`config.mk`:
```
export PLATFORM = sky130hd
export DESIGN_NAME = rst_ctrl
export DESIGN_NICKNAME = d
export VERILOG_FILES = /design/src/rtl/rstc_pkg.sv /design/src/rtl/rstc_sync.sv /design/src/rtl/rstc_qual.sv /design/src/rtl/rstc_seq.sv /design/src/rtl/rst_ctrl.sv
export SDC_FILE = /design/constraint.sdc
export NUM_CORES = 1
export LEC_CHECK = 0
export ABC_CLOCK_PERIOD_IN_PS = 2790
export BUFFER_PORTS_ARGS = -buffer_cell sky130_fd_sc_hd__buf_2
export CAP_MARGIN = 15
export CORE_MARGIN = 3
export CORE_UTILIZATION = 45
export DETAILED_ROUTE_END_ITERATION = 8
export GPL_ROUTABILITY_DRIVEN = 0
export PLACE_DENSITY = 0.66
export SKIP_LAST_GASP = 1
export SYNTH_ARGS = -nofsm -noshare
export SYNTH_HDL_FRONTEND = slang
export SYNTH_SLANG_ARGS = --single-unit
```
`constraint.sdc`:
```
create_clock -name clk_i -period 2.79 [get_ports clk_i]
set_input_delay 0.558 -clock clk_i [delete_from_list [all_inputs] [get_ports clk_i]]
set_output_delay 0.558 -clock clk_i [all_outputs]
set_load 0.02 [all_outputs]
```
`src/rtl/rstc_pkg.sv`:
```
package rstc_pkg;

  typedef enum logic [1:0] {
    KIND_NONE = 2'b00,
    KIND_POR  = 2'b01,
    KIND_MAN  = 2'b10
  } rst_kind_e;

  localparam int unsigned NUM_DOM    = 6;
  localparam int unsigned DOM_CPU    = 0;
  localparam int unsigned DOM_IBN    = 1;
  localparam int unsigned DOM_WDTCTL = 2;
  localparam int unsigned DOM_FRQ    = 3;
  localparam int unsigned DOM_FPU    = 4;
  localparam int unsigned DOM_PERIPH = 5;

  typedef logic [NUM_DOM-1:0] dom_mask_t;

  function automatic dom_mask_t dom_bit(input int unsigned idx);
    dom_mask_t m;
    m = '0;
    m[idx] = 1'b1;
    return m;
  endfunction

  localparam dom_mask_t MASK_FULL = '1;
  localparam dom_mask_t MASK_MAN  = dom_bit(DOM_CPU) | dom_bit(DOM_IBN);
  localparam dom_mask_t MASK_WPOR = MASK_MAN | dom_bit(DOM_FPU) | dom_bit(DOM_PERIPH);

endpackage

```
`src/rtl/rstc_sync.sv`:
```
module rstc_sync #(
  parameter int unsigned STAGES  = 2,
  parameter logic        RST_VAL = 1'b1
) (
  input  logic clk_i,
  input  logic rst_ni,
  input  logic d_i,
  output logic q_o
);
  logic [STAGES-1:0] sync_q;

  always_ff @(posedge clk_i or negedge rst_ni) begin
    if (!rst_ni) sync_q <= {STAGES{RST_VAL}};
    else         sync_q <= {sync_q[STAGES-2:0], d_i};
  end

  assign q_o = sync_q[STAGES-1];
endmodule

```
`src/rtl/rstc_qual.sv`:
```
module rstc_qual #(
  parameter int unsigned MIN_LOW = 8
) (
  input  logic clk_i,
  input  logic rst_ni,
  input  logic req_i,
  output logic hold_o
);
  localparam int unsigned SAT = MIN_LOW - 1;
  localparam int unsigned CW  = (MIN_LOW > 2) ? $clog2(MIN_LOW) : 1;
  localparam logic [CW-1:0] SAT_V = CW'(SAT);

  logic [CW-1:0] cnt_q;

  always_ff @(posedge clk_i or negedge rst_ni) begin
    if (!rst_ni)               cnt_q <= '0;
    else if (!req_i)           cnt_q <= '0;
    else if (cnt_q != SAT_V)   cnt_q <= cnt_q + 1'b1;
  end

  // qualified once the request has been present for MIN_LOW edges including this one
  assign hold_o = req_i && (cnt_q == SAT_V);
endmodule

```
`src/rtl/rstc_seq.sv`:
```
module rstc_seq
  import rstc_pkg::*;
#(
  parameter int unsigned HOLD_CYC = 4
) (
  input  logic      clk_i,
  input  logic      rst_ni,
  input  logic      ext_hold_i,
  input  logic      wdt_ovf_i,
  input  logic      wdt_manual_i,
  input  logic      bus_away_i,
  output dom_mask_t dom_o,
  output logic      exc_o,
  output rst_kind_e kind_o
);
  localparam int unsigned CW = (HOLD_CYC > 1) ? $clog2(HOLD_CYC) : 1;
  localparam logic [CW-1:0] HOLD_LAST = CW'(HOLD_CYC - 1);

  typedef enum logic [1:0] {ST_IDLE, ST_EXT, ST_TIMED, ST_WAIT} st_e;

  st_e       st_q, st_d;
  dom_mask_t mask_q, mask_d;
  logic [CW-1:0] cnt_q, cnt_d;
  rst_kind_e kind_q, kind_d;
  logic      exc_q, exc_d;
  rst_kind_e xkind_q, xkind_d;

  always_comb begin
    st_d    = st_q;
    mask_d  = mask_q;
    cnt_d   = cnt_q;
    kind_d  = kind_q;
    exc_d   = 1'b0;
    xkind_d = KIND_NONE;
    if (ext_hold_i) begin
      st_d   = ST_EXT;
      mask_d = MASK_FULL;
      kind_d = KIND_POR;
    end else if (st_q == ST_EXT) begin
      st_d    = ST_IDLE;
      mask_d  = '0;
      kind_d  = KIND_NONE;
      exc_d   = 1'b1;
      xkind_d = KIND_POR;
    end else if (wdt_ovf_i && !wdt_manual_i) begin
      st_d   = ST_TIMED;
      mask_d = MASK_WPOR;
      cnt_d  = HOLD_LAST;
      kind_d = KIND_POR;
    end else begin
      unique case (st_q)
        ST_IDLE: begin
          if (wdt_ovf_i) begin
            kind_d = KIND_MAN;
            if (bus_away_i) begin
              st_d = ST_WAIT;
            end else begin
              st_d   = ST_TIMED;
              mask_d = MASK_MAN;
              cnt_d  = HOLD_LAST;
            end
          end
        end
        ST_WAIT: begin
          if (!bus_away_i) begin
            st_d   = ST_TIMED;
            mask_d = MASK_MAN;
            cnt_d  = HOLD_LAST;
          end
        end
        ST_TIMED: begin
          if (cnt_q == '0) begin
            st_d    = ST_IDLE;
            mask_d  = '0;
            kind_d  = KIND_NONE;
            exc_d   = 1'b1;
            xkind_d = kind_q;
          end else begin
            cnt_d = cnt_q - 1'b1;
          end
        end
        default: st_d = ST_IDLE;
      endcase
    end
  end

  always_ff @(posedge clk_i or negedge rst_ni) begin
    if (!rst_ni) begin
      st_q    <= ST_IDLE;
      mask_q  <= '0;
      cnt_q   <= '0;
      kind_q  <= KIND_NONE;
      exc_q   <= 1'b0;
      xkind_q <= KIND_NONE;
    end else begin
      st_q    <= st_d;
      mask_q  <= mask_d;
      cnt_q   <= cnt_d;
      kind_q  <= kind_d;
      exc_q   <= exc_d;
      xkind_q <= xkind_d;
    end
  end

  assign dom_o  = mask_q;
  assign exc_o  = exc_q;
  assign kind_o = xkind_q;
endmodule

```
`src/rtl/rst_ctrl.sv`:
```
module rst_ctrl
  import rstc_pkg::*;
#(
  parameter int unsigned MIN_LOW     = 8,
  parameter int unsigned HOLD_CYC    = 4,
  parameter int unsigned SYNC_STAGES = 2
) (
  input  logic       clk_i,
  input  logic       rst_ni,
  input  logic       ext_rst_ni,
  input  logic       dbg_rst_assert_i,
  input  logic       dbg_rst_negate_i,
  input  logic       wdt_ovf_i,
  input  logic       wdt_manual_i,
  input  logic       bus_away_i,
  output logic       rst_cpu_o,
  output logic       rst_ibn_o,
  output logic       rst_wdtctl_o,
  output logic       rst_frq_o,
  output logic       rst_fpu_o,
  output logic       rst_periph_o,
  output logic       exc_start_o,
  output logic [1:0] exc_kind_o,
  output logic       sys_rst_o
);
  localparam int unsigned NUM_SRC = 2;

  logic pin_n_s;
  logic dbg_lvl_q;
  logic sys_q;
  logic [NUM_SRC-1:0] req_vec, hold_vec;
  dom_mask_t dom;
  rst_kind_e kind;

  rstc_sync #(.STAGES(SYNC_STAGES), .RST_VAL(1'b1)) i_pin_sync (
    .clk_i (clk_i),
    .rst_ni(rst_ni),
    .d_i   (ext_rst_ni),
    .q_o   (pin_n_s)
  );

  always_ff @(posedge clk_i or negedge rst_ni) begin
    if (!rst_ni)               dbg_lvl_q <= 1'b0;
    else if (dbg_rst_negate_i) dbg_lvl_q <= 1'b0;
    else if (dbg_rst_assert_i) dbg_lvl_q <= 1'b1;
  end

  always_ff @(posedge clk_i or negedge rst_ni) begin
    if (!rst_ni) sys_q <= 1'b0;
    else         sys_q <= !pin_n_s || wdt_ovf_i;
  end

  assign req_vec = {dbg_lvl_q, !pin_n_s};

  for (genvar g = 0; g < NUM_SRC; g++) begin : g_qual
    rstc_qual #(.MIN_LOW(MIN_LOW)) i_qual (
      .clk_i (clk_i),
      .rst_ni(rst_ni),
      .req_i (req_vec[g]),
      .hold_o(hold_vec[g])
    );
  end

  rstc_seq #(.HOLD_CYC(HOLD_CYC)) i_seq (
    .clk_i       (clk_i),
    .rst_ni      (rst_ni),
    .ext_hold_i  (|hold_vec),
    .wdt_ovf_i   (wdt_ovf_i),
    .wdt_manual_i(wdt_manual_i),
    .bus_away_i  (bus_away_i),
    .dom_o       (dom),
    .exc_o       (exc_start_o),
    .kind_o      (kind)
  );

  assign rst_cpu_o    = dom[DOM_CPU];
  assign rst_ibn_o    = dom[DOM_IBN];
  assign rst_wdtctl_o = dom[DOM_WDTCTL];
  assign rst_frq_o    = dom[DOM_FRQ];
  assign rst_fpu_o    = dom[DOM_FPU];
  assign rst_periph_o = dom[DOM_PERIPH];
  assign exc_kind_o   = kind;
  assign sys_rst_o    = sys_q;
endmodule

```
# Word-level counts from Yosys, hierarchy flattened
# Index checks and enable logic that the tools add are counted.
dict set report totals {
  ff_bits 25
  in_bits 8
  output_inout_bits 10
  wordCells 88
}
dict set report classes {
  addsub 3
  n_eq_ne 13
  n_mux 41
  bitwise_logic 2
  n_reduce_logical 18
}
# op n
set op_table {}
lappend op_table {{$mux 2} 19}
lappend op_table {{$mux 6} 6}
lappend op_table {{$pmux 6 s3} 1}
lappend op_table {{$mux 3} 4}
lappend op_table {{$pmux 2 s3} 2}
lappend op_table {{$ne 5x2->1 const B} 2}
lappend op_table {{$reduce_and 3->1} 3}
lappend op_table {{$mux 1} 8}
lappend op_table {{$add 3x1->3 const B} 2}
lappend op_table {{$eq 3x3->1 const B} 2}
lappend op_table {{$ne 3x2->1 const B} 2}
lappend op_table {{$ne 3x3->1 const B} 2}
lappend op_table {{$reduce_bool 6->1} 1}
lappend op_table {{$ne 5x1->1 const B} 1}
lappend op_table {{$reduce_and 5->1} 1}
lappend op_table {{$reduce_bool 5->1} 1}
lappend op_table {{$eq 2x2->1 const B} 2}
lappend op_table {{$logic_not 2->1} 2}
lappend op_table {{$pmux 2 s2} 1}
lappend op_table {{$reduce_bool 2->1} 2}
lappend op_table {{$reduce_bool 4->1} 1}
lappend op_table {{$logic_and 1x1->1} 3}
lappend op_table {{$eq 2x1->1 const B} 1}
lappend op_table {{$logic_not 1->1} 2}
lappend op_table {{5 further kinds} 6}

# Longest topological paths before layout
dict set report logic_depth {
  depth_word 6
  mapped_depth 7
  mapped_depth_nobuf 6
}

# Hierarchy
# From an unflattened synthesis, not the netlist that was laid out.
dict set report hier_totals {
  cells_unflattened 107
  area_unflattened_um2 1189.9
}
# mod instances cells_per_inst area_per_inst_um2 seq_area_each_um2
set by_module_without_submodules {}
lappend by_module_without_submodules {rstc_seq 1 75 750.7 300.3}
lappend by_module_without_submodules {rstc_qual 2 12 155.1 75.1}
lappend by_module_without_submodules {rst_ctrl 1 6 76.3 50.0}
lappend by_module_without_submodules {rstc_sync 1 2 52.6 52.6}

# Least setup slack after synthesis
# OpenSTA, ideal clock, no wires.
dict set report synth_path {
  path_kind {reg2reg}
  from {register g_qual[0].i_qual.cnt_q[0]}
  to {register i_seq.cnt_q[0]}
  arrival_ps 1865
  setup_slack_ps 797
  path_stages_with_launch 7
  path_buffers 1
  period_less_slack_ps 1993
  path_cell_list {dfrtp_1 ha_1 ha_1 buf_6 a221o_1 nor4_4 mux2_1}
}
dict set report synth_between {
  elab_chain_cells 5
}
# item line_no
set synth_lines {}
lappend synth_lines {{from (decl)} rstc_qual.sv:13} ;# logic [CW-1:0] cnt_q;
lappend synth_lines {{from (signal assigned)} rstc_qual.sv:18} ;# else if (cnt_q != SAT_V) cnt_q <= cnt_q + 1'b1;
lappend synth_lines {{$eq 3x3->1} rstc_qual.sv:22} ;# assign hold_o = req_i && (cnt_q == SAT_V);
lappend synth_lines {{$logic_and 1x1->1} rstc_qual.sv:22}
lappend synth_lines {{$reduce_or 2->1} rst_ctrl.sv:67} ;# .ext_hold_i (|hold_vec),
lappend synth_lines {{$not 1->1 (no source line)} -}
lappend synth_lines {{$reduce_and 5->1 (no source line)} -}
lappend synth_lines {{to (signal assigned)} rstc_seq.sv:98} ;# cnt_q <= cnt_d;
lappend synth_lines {{to (decl)} rstc_seq.sv:23} ;# logic [CW-1:0] cnt_q, cnt_d;
# Every way passes these cells.
# A chain may end at the register's enable or synchronous reset.

# Worst setup path after layout
dict set report layout_path {
  from {register g_qual[0].i_qual.cnt_q[0]}
  to {register i_seq.cnt_q[1]}
}
# Same word-level chain as after synthesis.

==> metrics.yaml <==
synthesis:
  yosysTopAreaCellShare_pct: 43.24
  syn_avg_cell_area_sq_um: 10.62
  yosys.area_share.adder_pct: 9.730
  netlist_area_sq_mm: 0.001157
  ys_ff_latch: 22
  synth_xor_area_share_pct: 1.514
  yosysSeqAreaShare_pct: 47.78
  synth_cell_type_count: 38
  synth_top_family_by_area: "simple AND/OR/NAND/NOR gates"
  syn_inst: 109
  synth-simple-area-share_pct: 16.97
  yosys_warnings: 0
  synthArstFlopShare_pct: 100.0
  synth_compound_area_share_pct: 11.24
  muxShareOfSynthArea_pct: 5.405
  synth_fp_nets: 126
  synth_edf_count: 0
  post-synth-top-area-cell: "dfrtp_1"
  synth-main-ff-cell: "dfrtp_1"
  yosys-top-cells-area: "dfrtp_1 43%, ha_1 9.7%, dfstp_2 4.5%, nor2_1 3.9%, mux2i_1 3.5%"
cts:
  cts_buffer_depth: 2
  cts_inserted_buffers: 3
  clock_latency_ns: 0.31
  path_clk_slew_ns: 0.12
  cts_setup_buffers: 0
  clockRootBuffer: "clkbuf_4"
  cts.sinks: 22
  cts_tree: "done"
  htree_levels: 1
  cts_resized: 0
  holdBufCountCts: 0
sta:
  fin_crit_sh_pct: 73.65
  max_freq_mhz: 486.7
  grt_setup_unrepaired: "no"
  finalCriticalPeriod_ns: 2.055
  setup_tns_ns: 0
  setup_ws_ns: 0.7352
  drv_slew: 0
  worst_pin_slew_ns: 0.6251
  final.setup_skew_ns: 0.01269
  max_slew_margin_pct: 58.33
  hold_slack_ns: 0.1799
  finalSetupViolCount: 0
  hold_viol_final: 0
setup_path:
  cp-end-kind: "flip-flop"
  cp_max_fo: 5
  worstPathArrival_ns: 2.26
  crit_required_ns: 3.00
  critical_path.startpoint_type: "flip-flop"
  worstReg2RegStart: "g_qual[0].i_qual.cnt_q[0]"
  r2r_slack_ns: 0.74
  path_class: "flip-flop to flip-flop"
  r2r-end: "i_seq.cnt_q[1]"
  reg2regPathDepth: 5
routing:
  first_pass_iters: 4
  detail_route.vias_per_cell: 5.355
  wl_um: 2076
  ant_nets: 0
  drcViolationCount: 0
  vias: 814
  drt_iter0_drc: 12
  wire_per_inst_um: 13.66
layout:
  mostFrequentLayoutCell: "dfrtp_1"
  final_area_sq_mm: 0.001256
  drive_above_1_share_pct: 20.97
  diodes: 0
  layout_common_cells: "20 x dfrtp_1, 17 x buf_2, 12 x nor2_1"
  final_nets: 142
  fin_cells: 152
  area_growth_pct: 8.540
  fillers: 215
global_routing:
  overflow: 0
  first_global_vias: 791
  grt_antenna_before_repair: 0
  grt_pass1_wl_um: 3532
  grt_usage_pct: 14.33
  grt_max_degree: 23
place:
  io_buffers: 17
  dp_cells: 148
  place_hpwl_um: 1581
  pre_cts_ws_ns: 0.7259
  placed_area_sq_mm: 0.001230
hold_path:
  hold_class: "input port to asynchronous set/reset pin"
power:
  p_leak_nw: 0.6170
  peakVddDrop_uv: 397.9
  power_density_mw_per_mm2: 819.4
floorplanning:
  die_area_sq_mm: 0.003217
  floorplan.rows: 17
  die_x_um: 56.72
  fp.coreArea_sq_mm: 0.002318
  io_pins: 18
  die_h_um: 56.72
  initial_utilization_pct: 49.92
run_status:
  status: "completed"
flow_run:
  maxCapViolCount: 0
-- critical path, stage by stage (launching register included) --
cell and delay (ns):
dfrtp_1 0.41, ha_1 0.21, ha_1 0.26, a221o_1 0.43, nor4_4 0.31, mux2_1 0.35
-- cells by family after synthesis --
group | count (synthesis)
and+or+nand+nor | 36
DFF | 22
AOI/OAI and AO/OA | 19
buffers and inverters | 15
adders and majority gates | 9
muxes | 6
xor gates and xnor gates | 2
-- through the flow --
step | util, % | total power [mW]
after floorplan | - | 0.7909
after global placement | 53.05 | 0.8744
after detailed placement | 53.05 | 0.8883
after CTS | 54.18 | 1.044
after global routing | 54.18 | 1.110
final | 54.18 | 1.029
-- power by group --
group | leakage (nW) | switching, mW | total [mW] | internal (mW)
Sequential | 0.268 | 0.0455 | 0.434 | 0.388
Clock | 0.0150 | 0.0943 | 0.150 | 0.0558
Combinational | 0.334 | 0.255 | 0.446 | 0.190
Total | 0.617 | 0.395 | 1.03 | 0.634
-- per-layer routing --
layer / part of all wire, % / global-route usage (%) / wire, um / vias to the layer above
met4: 1.4 / 5.085 / 29 / 0
li1: - / - / - / 404
met5: 0 / 0 / 0 / -
met2: 48 / 22.61 / 988 / 19
met3: 5.0 / 5.057 / 104 / 4
met1: 46 / 17.99 / 954 / 387
-- worst max-delay path by stage --
stage	end	slack, ns	from
after floorplan	i_seq.cnt_q[0]	0.80	g_qual[0].i_qual.cnt_q[0]
after detailed placement	i_seq.cnt_q[1]	0.73	g_qual[0].i_qual.cnt_q[0]
after CTS	i_seq.cnt_q[1]	0.71	g_qual[1].i_qual.cnt_q[0]
after global placement	i_seq.cnt_q[1]	0.80	g_qual[1].i_qual.cnt_q[0]
after global routing	i_seq.cnt_q[0]	0.65	g_qual[0].i_qual.cnt_q[0]
final	i_seq.cnt_q[1]	0.74	g_qual[0].i_qual.cnt_q[0]
-- cell type report --
cell class	instances	area [sq um]	area share, %
Timing Repair Buffer	18	92.59	7.371
Inverter	8	30.03	2.390
Sequential cell	22	553.0	44.02
Tap cell	28	35.03	2.789
Clock buffer	4	26.28	2.092
Multi-Input combinational cell	72	519.2	41.33
-- synth_stat cells (3+ instances only) --
| library cell | count |
|---|---|
| buf_4 | 3 |
| o21ai_0 | 4 |
| ha_1 | 9 |
| inv_1 | 7 |
| nand3_1 | 5 |
| mux2i_1 | 4 |
| dfrtp_1 | 20 |
| nand2b_1 | 3 |
| nor2b_1 | 3 |
| nor2_1 | 12 |
| nand2_1 | 5 |
| a21oi_1 | 3 |
-- sequential cells by signal, summed over array words and instances (netlist names) --
signal,count
sys_rst_o,1
g_qual.i_qual.cnt_q,6
i_pin_sync.sync_q,2
i_seq.kind_o,2
i_seq.cnt_q,2
i_seq.exc_o,1
i_seq.dom_o,3
i_seq.kind_q,2
i_seq.st_q,2
dbg_lvl_q,1
Power figures use the tool's default switching activity.
